### config.mk
export PLATFORM = sky130hd
export DESIGN_NAME = pause_loop_exit
export DESIGN_NICKNAME = d
export VERILOG_FILES = /design/src/rtl/ple_pkg.sv /design/src/rtl/ple_cycle_counter.sv /design/src/rtl/ple_threshold_regs.sv /design/src/rtl/ple_loop_tracker.sv /design/src/rtl/pause_loop_exit.sv
export SDC_FILE = /design/constraint.sdc
export NUM_CORES = 1
export LEC_CHECK = 0
export CAP_MARGIN = 30
export CORE_AREA = 2 2 148 150
export CTS_BUF_LIST = sky130_fd_sc_hd__clkbuf_2
export CTS_CLUSTER_DIAMETER = 60
export DETAILED_ROUTE_END_ITERATION = 10
export DIE_AREA = 0 0 150 152
export GPL_ROUTABILITY_DRIVEN = 0
export PLACE_DENSITY = 0.75
export SLEW_MARGIN = 20
export SYNTH_ARGS = -nofsm -noshare
export SYNTH_HDL_FRONTEND = slang
export SYNTH_HIERARCHICAL = 1
export SYNTH_SLANG_ARGS = --single-unit
### constraint.sdc
create_clock -name clk -period 13 [get_ports clk]
set_clock_uncertainty 0.05 [all_clocks]
set_input_delay 2.6 -clock clk [delete_from_list [all_inputs] [get_ports clk]]
set_output_delay 2.6 -clock clk [all_outputs]
set_load 0.005 [all_outputs]
### src/rtl/ple_pkg.sv
package ple_pkg;
  localparam int unsigned PLE_ADDR_W   = 16;
  localparam int unsigned PLE_GAP_ADDR = 16'h4020;
  localparam int unsigned PLE_WIN_ADDR = 16'h4022;
  localparam int unsigned PLE_EN_BIT   = 10;

  typedef enum logic [1:0] {
    CFG_NONE = 2'd0,
    CFG_GAP  = 2'd1,
    CFG_WIN  = 2'd2
  } cfg_target_e;
endpackage

### src/rtl/ple_cycle_counter.sv
module ple_cycle_counter #(
  parameter int unsigned CNT_W = 32
) (
  input  logic             clk,
  input  logic             rst_n,
  output logic [CNT_W-1:0] now_o
);
  localparam logic [CNT_W-1:0] ONE = CNT_W'(1);

  always_ff @(posedge clk or negedge rst_n) begin
    if (!rst_n) now_o <= '0;
    else        now_o <= now_o + ONE;
  end

  p_count_steps_r10: assert property (@(posedge clk) disable iff (!rst_n)
    1'b1 |=> now_o == $past(now_o) + ONE);
endmodule

### src/rtl/ple_threshold_regs.sv
module ple_threshold_regs
  import ple_pkg::*;
#(
  parameter int unsigned CNT_W    = 32,
  parameter int unsigned ADDR_W   = PLE_ADDR_W,
  parameter int unsigned GAP_ADDR = PLE_GAP_ADDR,
  parameter int unsigned WIN_ADDR = PLE_WIN_ADDR
) (
  input  logic              clk,
  input  logic              rst_n,
  input  logic              we_i,
  input  logic [ADDR_W-1:0] addr_i,
  input  logic [CNT_W-1:0]  data_i,
  output logic [CNT_W-1:0]  gap_o,
  output logic [CNT_W-1:0]  win_o
);
  localparam logic [ADDR_W-1:0] GAP_A = ADDR_W'(GAP_ADDR);
  localparam logic [ADDR_W-1:0] WIN_A = ADDR_W'(WIN_ADDR);

  cfg_target_e target;

  always_comb begin
    target = CFG_NONE;
    if (we_i) begin
      if (addr_i == GAP_A)      target = CFG_GAP;
      else if (addr_i == WIN_A) target = CFG_WIN;
    end
  end

  always_ff @(posedge clk or negedge rst_n) begin
    if (!rst_n) begin
      gap_o <= '0;
      win_o <= '0;
    end else begin
      case (target)
        CFG_GAP: gap_o <= data_i;
        CFG_WIN: win_o <= data_i;
        default: ;
      endcase
    end
  end

  p_gap_load_r2: assert property (@(posedge clk) disable iff (!rst_n)
    (we_i && addr_i == GAP_A) |=> gap_o == $past(data_i));
  p_win_load_r2: assert property (@(posedge clk) disable iff (!rst_n)
    (we_i && addr_i == WIN_A) |=> win_o == $past(data_i));
  p_other_addr_r2: assert property (@(posedge clk) disable iff (!rst_n)
    (!we_i || (addr_i != GAP_A && addr_i != WIN_A)) |=> ($stable(gap_o) && $stable(win_o)));
endmodule

### src/rtl/ple_loop_tracker.sv
module ple_loop_tracker #(
  parameter int unsigned CNT_W = 32
) (
  input  logic             clk,
  input  logic             rst_n,
  input  logic             en_i,
  input  logic             pause_i,
  input  logic [CNT_W-1:0] now_i,
  input  logic [CNT_W-1:0] gap_i,
  input  logic [CNT_W-1:0] win_i,
  output logic             exit_o
);
  logic [CNT_W-1:0] last_ts;
  logic [CNT_W-1:0] start_ts;
  logic             in_loop;
  logic [CNT_W-1:0] since_last;
  logic [CNT_W-1:0] since_start;
  logic             opens_loop;
  logic             too_long;

  // modular distances: correct across counter wrap
  assign since_last  = now_i - last_ts;
  assign since_start = now_i - start_ts;
  assign opens_loop  = !in_loop || (since_last > gap_i);
  assign too_long    = since_start > win_i;

  always_ff @(posedge clk or negedge rst_n) begin
    if (!rst_n) begin
      last_ts  <= '0;
      start_ts <= '0;
      in_loop  <= 1'b0;
      exit_o   <= 1'b0;
    end else if (!en_i) begin
      in_loop <= 1'b0;
      exit_o  <= 1'b0;
    end else begin
      exit_o <= 1'b0;
      if (pause_i) begin
        last_ts <= now_i;
        if (opens_loop) begin
          start_ts <= now_i;
          in_loop  <= 1'b1;
        end else if (too_long) begin
          exit_o  <= 1'b1;
          in_loop <= 1'b0;
        end
      end
    end
  end

  p_exit_one_cycle_r4: assert property (@(posedge clk) disable iff (!rst_n)
    exit_o |=> !exit_o);
  p_exit_from_pause_r4: assert property (@(posedge clk) disable iff (!rst_n)
    exit_o |-> $past(pause_i && en_i));
  p_new_loop_quiet_r3: assert property (@(posedge clk) disable iff (!rst_n)
    (en_i && pause_i && !in_loop) |=> !exit_o);
  p_exit_clears_r7: assert property (@(posedge clk) disable iff (!rst_n)
    exit_o |-> !in_loop);
  p_disabled_quiet_r8: assert property (@(posedge clk) disable iff (!rst_n)
    !en_i |=> (!exit_o && !in_loop));
endmodule

### src/rtl/pause_loop_exit.sv
module pause_loop_exit
  import ple_pkg::*;
#(
  parameter int unsigned CNT_W    = 32,
  parameter int unsigned ADDR_W   = PLE_ADDR_W,
  parameter int unsigned CTRL_W   = 32,
  parameter int unsigned EN_BIT   = PLE_EN_BIT,
  parameter int unsigned GAP_ADDR = PLE_GAP_ADDR,
  parameter int unsigned WIN_ADDR = PLE_WIN_ADDR
) (
  input  logic              clk,
  input  logic              rst_n,
  input  logic              cfg_we,
  input  logic [ADDR_W-1:0] cfg_addr,
  input  logic [CNT_W-1:0]  cfg_wdata,
  input  logic [CTRL_W-1:0] ctrl_word,
  input  logic              pause_i,
  output logic              exit_o
);
  logic [CNT_W-1:0] now;
  logic [CNT_W-1:0] gap;
  logic [CNT_W-1:0] win;
  logic             en;

  assign en = ctrl_word[EN_BIT];

  ple_cycle_counter #(.CNT_W(CNT_W)) u_counter (
    .clk   (clk),
    .rst_n (rst_n),
    .now_o (now)
  );

  ple_threshold_regs #(
    .CNT_W    (CNT_W),
    .ADDR_W   (ADDR_W),
    .GAP_ADDR (GAP_ADDR),
    .WIN_ADDR (WIN_ADDR)
  ) u_regs (
    .clk    (clk),
    .rst_n  (rst_n),
    .we_i   (cfg_we),
    .addr_i (cfg_addr),
    .data_i (cfg_wdata),
    .gap_o  (gap),
    .win_o  (win)
  );

  ple_loop_tracker #(.CNT_W(CNT_W)) u_track (
    .clk     (clk),
    .rst_n   (rst_n),
    .en_i    (en),
    .pause_i (pause_i),
    .now_i   (now),
    .gap_i   (gap),
    .win_i   (win),
    .exit_o  (exit_o)
  );

  p_no_exit_idle_r4: assert property (@(posedge clk) disable iff (!rst_n)
    !pause_i |=> !exit_o);
  p_no_exit_off_r8: assert property (@(posedge clk) disable iff (!rst_n)
    !ctrl_word[EN_BIT] |=> !exit_o);
endmodule

==> metrics.md, run 1 <==
| Metric | Value |
|---|---|
| Status | `complete, no violations` |
| Post-synth top cells | `162 x dfrtp_1, 150 x inv_1, 127 x ha_1` |
| EDFF count, synth | `0` |
| Internal reg-to-reg setup slack | `6.82 ns` |
| VDD IR-drop max | `0.0610 mV` |
| Fin crit period | `6.18 ns` |
| Startpoint types | `flip-flop` |
| Largest family of logic cells by synthesized area | `adder cells` |
| Simple-gate share of the synthesized area | `10.4%` |
| CP max-delay cell | `dfrtp_1` |
| P per Cell Area | `78.7 nW/µm²` |
| Synth Flop Type | `dfrtp_1` |
| Wire per inst | `16.2 µm` |
| Final Cycle Share | `47.5%` |
| DR vias/cell | `5.58` |
| Die ar. | `22800 µm²` |
| DR vias | `8191` |
| Nets | `1387` |
| Final setup vio count | `0` |
| Max-slew headroom | `54.1%` |
| Post-CTS Setup Inserts | `0` |
| Largest net degree at the start of global routing | `94` |
| Largest area contributor in the netlist | `dfrtp_1` |
| Setup crit end kind | `flip-flop` |
| Worst slew pin tran | `0.689 ns` |
| Ys Warns | `6` |
| DP Wirelength | `18000 µm` |
| Worst EP required | `13.58 ns` |
| Hold_buf cts | `0` |
| Non-filler cells in the finished layout | `1468` |
| Mux share of post-synthesis cell area | `13.6%` |
| Synth Area in XOR/XNOR | `6.57%` |
| Drt first pass iters | `5` |
| Compound-gate portion of the synthesized area | `13.0%` |
| Post_cts resized | `0` |
| Distinct cells, synth | `74` |
| Most frequent cell after synthesis | `dfrtp_1` |
| Final instance area | `12500 µm²` |
| Ranking of synthesized cells by area | `dfrtp_1 35%, ha_1 14%, mux2_2 9.5%` |
| H-tree levels | `4` |
| Initial antenna violation count | `1` |
| Die W | `150 µm` |
| Dpl cells | `1433` |
| Num CTS Buffers | `17` |
| Core area | `21400 µm²` |
| Clock transition at the registers of the reported paths | `0.24 ns` |
| Die span in y | `152 µm` |
| Number of global-route vias before repair | `8140` |
| CP peak stage delay | `0.59 ns` |
| Adder-cell share of the synthesized area | `14.2%` |
| Psw | `311 µW` |
| CTS tree | `built` |
| Dpl cell area | `12200 µm²` |
| Initial Utilization | `53.7%` |
| Register area | `4050 µm²` |
| Share of flip-flops with an asynchronous set or reset | `100%` |
| RSZ-0062 raised after global routing | `no` |
| Setup TNS | `0 ns` |
| Final Total Pwr | `981 µW` |
| Sw Share | `31.7%` |
| Avg Synthesized Cell Area | `10.2 µm²` |
| Slew Viols, Final | `0` |
| P_int | `670 µW` |
| Static leakage | `0.00626 µW` |
| Register area share after synthesis | `35.3%` |
| Post-Syn Nets | `1337` |
| 1st-iter DRT viols | `478` |
| First-pass GRT wire length | `40000 µm` |
| Comb power frac | `22.9%` |
| Tot GR Track Use | `21.8%` |
| Root Driver | `clkbuf_2` |
| Flops & latches, synth | `162` |
| Clock buffer depth | `2` |
| Arrival time worst endpoint | `6.76 ns` |
| Post-route ant nets | `0` |
| Fill cell instance count of the final layout | `1887` |
| # rows | `54` |
| F_max | `162 MHz` |
| Critical path fanouts, max | `20` |
| Top cell type's share of synthesized area | `35.3%` |
| Worst-Skew Late Latency | `0.75 ns` |
| Synth Instances | `1124` |
| Setup CP Type | `flip-flop to flip-flop` |
| Multi-input logic area | `6650 µm²` |
| Worst min-delay path class | `flip-flop to flip-flop` |
| Mapped Area | `11500 µm²` |
| Clock Sinks | `162` |
| CP cell instances | `ha_1 -> nor2b_1 -> o21a_1 -> o21ai_0 -> a211o_1 -> a211oi_1 -> o21bai_1 -> a2111oi_0 -> o22ai_1 -> xnor2_1 -> ha_1 -> nand4_1 -> nor4_1 -> o21ai_0 -> a21oi_1 -> nor2b_4 -> buf_16 -> mux2_2` |
| Max_cap viols | `0` |
| Final count of hold timing violations | `0` |
| Share of post-route cells with drive strength above 1 | `16.3%` |
| DRC viols | `0` |
| DRT Wirelength | `23700 µm` |
| Num ports | `85` |
| Post-layout util | `58.4%` |
| Area Growth Syn to Fin | `8.66%` |
| Overflow after GRT | `0` |
| Port Buffers | `53` |
| Clock power frac | `24.9%` |
| Sequential share of power | `52.3%` |
## cell families after synthesis
family	count (synthesis)
AO/OA/AOI/OAI	227
XOR/XNOR	86
adder cells (fa/ha/maj)	129
buffers and inverters	179
flip-flops	162
multiplexers	129
AND/OR/NAND/NOR	212
## final timing paths
check                                               start                               end  depth (start not counted)
setup / recovery             u_counter/now_o[1]$_DFF_PN0_  u_track/start_ts[17]$_DFFE_PN0P_                         18
min in group asynchronous                           rst_n       u_regs/win_o[9]$_DFFE_PN0N_                          1
max in group asynchronous                           rst_n      u_regs/win_o[31]$_DFFE_PN0N_                          3
hold / removal             u_track/last_ts[0]$_DFFE_PN0P_    u_track/last_ts[0]$_DFFE_PN0P_                          2
setup reg to reg             u_counter/now_o[1]$_DFF_PN0_  u_track/start_ts[17]$_DFFE_PN0P_                         18
hold reg to reg            u_track/last_ts[0]$_DFFE_PN0P_    u_track/last_ts[0]$_DFFE_PN0P_                          2
## state kept, by name, indices dropped and copies added, names as in the netlist
name and flops:
u_regs/win_o 32, u_regs/gap_o 32, u_track/in_loop 1, u_track/last_ts 32
u_track/start_ts 32, u_counter/now_o 32, u_track/exit_o 1
## area by class of cell
class                   count  share of cell area (%)
multi-input cells         783                    53.3
flip-flops and latches    162                    32.5
repair buffers             60                    5.27
inverters                 150                    4.52
well taps                 280                    2.81
clock inverters            15                   0.863
clock buffers              17                   0.683
diodes                      1                  0.0201
## worst max-delay path: cells and delay by family, from the launching register on
kind            cells  cell delay [ns]
mux                 1             0.34
flops               1             0.59
buf+inv             1             0.23
fa+ha+maj           2             0.64
simple gates        4             1.45
compound gates      9             2.58
xor+xnor            1             0.17
## power by group through the flow
stage | combinational [µW] | clock, µW | sequential (µW)
5_1_grt | 254 | 278 | 514
4_1_cts | 223 | 256 | 513
3_3_place_gp | 215 | 0 | 521
3_5_place_dp | 222 | 0 | 522
6_report | 224 | 244 | 513
2_1_floorplan | 148 | 0 | 521
## metrics by stage
stage / worst slack, ns / hold WS, ns
2_1_floorplan: 8.41 / 0.404
3_3_place_gp: 6.91 / 0.421
3_5_place_dp: 6.96 / 0.434
4_1_cts: 6.84 / 0.480
5_1_grt: 6.45 / 0.500
6_report: 6.82 / 0.484
## cells in the final DEF (no fill, tap or decap), types with 3 or more instances in the layout
cell type / count
dfrtp_1: 162
inv_1: 150
ha_1: 127
mux2_2: 97
a21oi_1: 68
a21o_1: 54
clkdlybuf4s50_1: 52
xnor2_1: 51
nor2_1: 45
nand2_1: 37
xor2_1: 35
o21ai_0: 33
mux2_4: 30
nand4_1: 27
nand3_1: 23
clkbuf_2: 17
o21a_1: 12
nor2b_1: 11
a31oi_1: 11
nor3_1: 10
o21bai_1: 10
nand2b_1: 8
and4_1: 7
and3_1: 7
nor4_1: 7
nor4_2: 6
inv_6: 5
a211oi_1: 5
clkinv_2: 4
nand4b_1: 4
buf_16: 3
buf_4: 3
or3_1: 3
a21o_2: 3
## per-layer routing
layer  GRT usage, %  part of all wire (%)  vias to the layer above
met5              0                     0                        -
met4           6.15                   2.0                        0
met3           4.29                   4.6                       25
met2           33.8                    45                      166
met1           30.9                    49                     3935
li1               -                     -                     4065
Power figures use the tool's default switching activity.
==> run 2: changes to the inputs <==
--- a/config.mk
+++ b/config.mk
@@ -12,7 +12,7 @@
 export DETAILED_ROUTE_END_ITERATION = 10
 export DIE_AREA = 0 0 150 152
 export GPL_ROUTABILITY_DRIVEN = 0
-export PLACE_DENSITY = 0.75
+export PLACE_DENSITY = 0.78
 export SLEW_MARGIN = 20
 export SYNTH_ARGS = -nofsm -noshare
 export SYNTH_HDL_FRONTEND = slang
==> constraint.sdc (replaced) <==
create_clock -name clk -period 5.68 [get_ports clk]
set_clock_uncertainty 0.05 [all_clocks]
set_input_delay 1.136 -clock clk [delete_from_list [all_inputs] [get_ports clk]]
set_output_delay 1.136 -clock clk [all_outputs]
set_load 0.005 [all_outputs]
==> metrics.md, run 2 (same netlist as run 1, synthesis figures left out) <==
| Metric | Value |
|---|---|
| Hold_buf cts | `0` |
| Worst slew pin tran | `0.776 ns` |
| Grt met3 use | `3.96%` |
| Die span in y | `152 µm` |
| DP Wirelength | `18500 µm` |
| Post-CTS Setup Inserts | `0` |
| Setup crit end kind | `flip-flop` |
| Worst-Skew Late Latency | `0.76 ns` |
| Number of global-route vias before repair | `8249` |
| Setup TNS | `0 ns` |
| Most common cell after layout, fill and taps aside | `dfrtp_1` |
| Post_cts resized | `0` |
| Share of post-route cells with drive strength above 1 | `17.1%` |
| Met2 GRT Util | `35.8%` |
| Core area | `21400 µm²` |
| Dpl cell area | `12300 µm²` |
| Arrival time worst endpoint | `5.92 ns` |
| GRT Max-Usage Layer | `met2` |
| Initial antenna violation count | `1` |
| Post-route ant nets | `0` |
| 1st-iter DRT viols | `410` |
| Static leakage | `0.00631 µW` |
| Area Growth Syn to Fin | `9.28%` |
| Slew Viols, Final | `0` |
| Setup CP Type | `flip-flop to flip-flop` |
| Num CTS Buffers | `17` |
| Root Driver | `clkbuf_2` |
| Startpoint types | `flip-flop` |
| # rows | `54` |
| Grt met1 use | `29.8%` |
| CTS tree | `built` |
| Overflow after GRT | `0` |
| Tot GR Track Use | `21.9%` |
| DR vias | `8338` |
| RSZ-0062 raised after global routing | `no` |
| Critical path fanouts, max | `12` |
| P per Cell Area | `183 nW/µm²` |
| H-tree levels | `4` |
| Largest net degree at the start of global routing | `86` |
| Clock buffer depth | `2` |
| Final setup vio count | `0` |
| Num ports | `85` |
| Final count of hold timing violations | `0` |
| DR vias/cell | `5.63` |
| Max_cap viols | `0` |
| Wire per inst | `16.3 µm` |
| Clock transition at the registers of the reported paths | `0.25 ns` |
| DRT Wirelength | `24100 µm` |
| First-pass GRT wire length | `40000 µm` |
| Initial Utilization | `53.7%` |
| Max-slew headroom | `48.3%` |
| Fill cell instance count of the final layout | `1823` |
| Die W | `150 µm` |
| VDD IR-drop max | `0.110 mV` |
| Nets | `1399` |
| Clock Sinks | `162` |
| Worst EP required | `6.30 ns` |
| Most frequent cells in the layout | `162 x dfrtp_1, 150 x inv_1, 127 x ha_1, 97 x mux2_2, 68 x a21oi_1` |
| Worst min-delay path class | `input port to asynchronous set/reset pin` |
| Die ar. | `22800 µm²` |
| Port Buffers | `53` |
| Drt first pass iters | `5` |
| DRC viols | `0` |
| Status | `complete, no violations` |
| Final Cycle Share | `93.4%` |
| Fin crit period | `5.31 ns` |
| F_max | `188 MHz` |
| Final instance area | `12500 µm²` |
-- run 2: path summary, 6_finish.rpt --
path	startpoint	end	slack, ns	cells past startpoint
worst min register to register	u_track/start_ts[22]$_DFFE_PN0P_	u_track/start_ts[22]$_DFFE_PN0P_	0.49	1
worst min-delay path	rst_n	u_regs/gap_o[5]$_DFFE_PN0N_	0.34	1
worst max register to register	u_counter/now_o[0]$_DFF_PN0_	u_track/start_ts[11]$_DFFE_PN0P_	0.37	22
min in group clk	u_track/start_ts[22]$_DFFE_PN0P_	u_track/start_ts[22]$_DFFE_PN0P_	0.49	1
worst max-delay path	u_counter/now_o[0]$_DFF_PN0_	u_track/start_ts[11]$_DFFE_PN0P_	0.37	22
max in group asynchronous	rst_n	u_track/start_ts[27]$_DFFE_PN0P_	4.17	2
-- run 2: cell type report --
class	instances	area (µm²)	area share, %
clock buffer	17	85.1	0.679
inverter	150	563	4.49
tap	280	350	2.79
multi-input combinational	783	6640	53.0
sequential	162	4050	32.3
antenna	1	2.50	0.0200
timing repair buffer	72	707	5.64
clock inverter	15	134	1.07
-- run 2: report_power, final --
group / internal [µW] / total [µW] / switching (µW)
Combinational: 245 / 519 / 274
Sequential: 1170 / 1170 / 6.91
Clock: 163 / 599 / 435
Total: 1580 / 2290 / 716
-- run 2: through the flow --
stage / setup WS, ns / hold slack [ns] / total power (µW) / cells / utilization, %
CTS: 0.399 / 0.300 / 2310 / 1479 / 58.7
global route: 0.0403 / 0.313 / 2420 / 1480 / 58.7
floorplan: 1.09 / 0.404 / 1530 / 1124 / -
global placement: 0.629 / 0.423 / 1690 / 1446 / 57.6
finish: 0.373 / 0.343 / 2290 / 1480 / 58.7
detailed placement: 0.454 / 0.443 / 1710 / 1447 / 57.7
-- run 2: critical path, cell delays in order, from the launching register on --
cell	delay (ns)
dfrtp_1	0.43
inv_1	0.10
ha_1	0.19
inv_1	0.06
fa_1	0.43
a211oi_1	0.25
nor2_1	0.13
o22ai_2	0.24
a31o_2	0.24
a31oi_1	0.13
nand4_1	0.12
nand4b_1	0.23
a221oi_1	0.41
xnor2_1	0.13
ha_1	0.30
nand4_1	0.17
nor4_1	0.32
buf_4	0.17
o21ai_0	0.07
a21oi_1	0.20
nor2b_2	0.25
buf_4	0.25
mux2_2	0.35
-- run 2: routing by layer --
metal,part of all wire (%),wire (µm)
met1,48,11500
met2,46,11200
met3,4.0,972
met4,2.0,476
met5,0,0
==> run 3: changes to the inputs <==
--- a/config.mk
+++ b/config.mk
@@ -12,7 +12,7 @@
 export DETAILED_ROUTE_END_ITERATION = 10
 export DIE_AREA = 0 0 150 152
 export GPL_ROUTABILITY_DRIVEN = 0
-export PLACE_DENSITY = 0.78
+export PLACE_DENSITY = 0.82
 export SLEW_MARGIN = 20
 export SYNTH_ARGS = -nofsm -noshare
 export SYNTH_HDL_FRONTEND = slang
==> metrics.md, run 3 (same netlist as run 1, synthesis figures left out) <==
| Metric | Value |
|---|---|
| Status | `complete, no violations` |
| Wire per inst | `16.5 µm` |
| Max_cap viols | `0` |
| CP peak stage delay | `0.42 ns` |
| Clock transition at the registers of the reported paths | `0.24 ns` |
| DRT Wirelength | `24500 µm` |
| DRC viols | `0` |
| Slew Viols, Final | `0` |
| 1st-iter DRT viols | `522` |
| VDD IR-drop max | `0.105 mV` |
| CP cell instances | `inv_1 -> ha_1 -> inv_1 -> fa_1 -> a211oi_1 -> nor2_1 -> o22ai_2 -> a31o_2 -> a31oi_1 -> nand4_1 -> nand4b_1 -> a221oi_1 -> xnor2_1 -> ha_1 -> nand4_1 -> nor4_1 -> buf_4 -> o21ai_0 -> a21oi_1 -> nor2b_2 -> buf_4 -> mux2_2` |
| Clock Sinks | `162` |
| Final setup vio count | `0` |
| Worst slack at placement | `0.535 ns` |
| Initial Utilization | `53.7%` |
| Post-layout util | `58.7%` |
| F_max | `191 MHz` |
| Num ports | `85` |
| Die span in y | `152 µm` |
| Startpoint types | `flip-flop` |
| Max-slew headroom | `45.4%` |
| Nets | `1398` |
| Die ar. | `22800 µm²` |
| Final count of hold timing violations | `0` |
| Setup crit end kind | `flip-flop` |
| Clock buffer depth | `2` |
| Most common cell after layout, fill and taps aside | `dfrtp_1` |
| Port Buffers | `53` |
| Fill cell instance count of the final layout | `1822` |
| FF-to-FF path depth | `22` |
| Post-route ant nets | `0` |
| Final worst setup slack | `0.439 ns` |
| Num CTS Buffers | `17` |
| Largest net degree at the start of global routing | `90` |
| R2R Path Start | `u_counter/now_o[0]$_DFF_PN0_` |
| Hold_buf cts | `0` |
| Met2 GRT Util | `36.7%` |
| FF-to-FF End | `u_track/start_ts[0]$_DFFE_PN0P_` |
| Grt met1 use | `30.8%` |
| Arrival time worst endpoint | `5.86 ns` |
| Share of post-route cells with drive strength above 1 | `16.9%` |
| Most frequent cells in the layout | `162 x dfrtp_1, 150 x inv_1, 127 x ha_1, 97 x mux2_2, 68 x a21oi_1` |
| RSZ-0062 raised after global routing | `no` |
| Die W | `150 µm` |
| P per Cell Area | `185 nW/µm²` |
| Area Growth Syn to Fin | `9.32%` |
| Fin crit period | `5.24 ns` |
| WHS | `0.321 ns` |
| Setup CP Type | `flip-flop to flip-flop` |
| CP Capture Point | `u_track/start_ts[0]$_DFFE_PN0P_` |
| Initial antenna violation count | `1` |
| Worst-Skew Late Latency | `0.78 ns` |
| DP Wirelength | `18700 µm` |
| Grt met3 use | `3.84%` |
| Critical path fanouts, max | `11` |
| Drt first pass iters | `7` |
| CTS tree | `built` |
| Final instance area | `12500 µm²` |
| # rows | `54` |
| CP max-delay cell | `dfrtp_1` |
| Internal reg-to-reg setup slack | `0.44 ns` |
| DR vias/cell | `5.70` |
| GRT Max-Usage Layer | `met2` |
| Worst EP required | `6.30 ns` |
| Worst slew pin tran | `0.819 ns` |
| Core area | `21400 µm²` |
| Root Driver | `clkbuf_2` |
| Tot GR Track Use | `22.7%` |
| Dpl cell area | `12300 µm²` |
| Setup TNS | `0 ns` |
| First-pass GRT wire length | `41600 µm` |
| DR vias | `8424` |
| Number of global-route vias before repair | `8529` |
| Overflow after GRT | `0` |
| Final Cycle Share | `92.3%` |
| Static leakage | `0.00629 µW` |
| Post-CTS Setup Inserts | `0` |
| Worst min-delay path class | `input port to asynchronous set/reset pin` |
| Post_cts resized | `0` |
| H-tree levels | `4` |
| CP Launch Point | `u_counter/now_o[0]$_DFF_PN0_` |
[run 3: cell type report]
type                            count  area [µm²]  share of cell area (%)
Multi-Input combinational cell    783        6640                    53.0
Sequential cell                   162        4050                    32.3
Timing Repair Buffer               71         699                    5.58
Inverter                          150         563                    4.49
Tap cell                          280         350                    2.79
Clock inverter                     13         136                    1.09
Clock buffer                       19        95.1                   0.758
Antenna cell                        1        2.50                  0.0200
[run 3: routing by layer]
layer  routed length [µm]  share of wire [%]
met4                  549                2.2
met3                 1160                4.7
met1                11200                 46
met5                    0                  0
met2                11600                 47
[run 3: worst min-delay path by stage]
stage                                          startpoint                               to  cells after the start
after floorplan            u_track/last_ts[0]$_DFFE_PN0P_   u_track/last_ts[0]$_DFFE_PN0P_                      2
after global placement     u_track/last_ts[0]$_DFFE_PN0P_   u_track/last_ts[0]$_DFFE_PN0P_                      2
after detailed placement  u_track/last_ts[26]$_DFFE_PN0P_  u_track/last_ts[26]$_DFFE_PN0P_                      1
after CTS                                           rst_n  u_track/start_ts[3]$_DFFE_PN0P_                      1
after global routing                                rst_n  u_track/start_ts[3]$_DFFE_PN0P_                      1
final                                               rst_n  u_track/start_ts[3]$_DFFE_PN0P_                      1
[run 3: power breakdown]
group          switching (µW)  internal, µW  total, µW
registers                6.66          1170       1170
logic                     272           246        519
clock network             420           204        624
total                     699          1620       2320
[run 3: stage by stage]
step           total power (µW)  std cells
2_1_floorplan              1530       1124
3_3_place_gp               1680       1445
3_5_place_dp               1710       1446
4_1_cts                    2330       1478
5_1_grt                    2450       1479
6_report                   2320       1479
[run 3: worst max-delay path: cells and delay by family (launching register included)]
kind / cells / cell delay [ns]
XOR/XNOR: 1 / 0.11
buffers and inverters: 4 / 0.57
AO/OA/AOI/OAI: 7 / 1.55
adder cells (fa/ha/maj): 3 / 0.90
multiplexers: 1 / 0.36
flip-flops: 1 / 0.42
AND/OR/NAND/NOR: 6 / 1.18
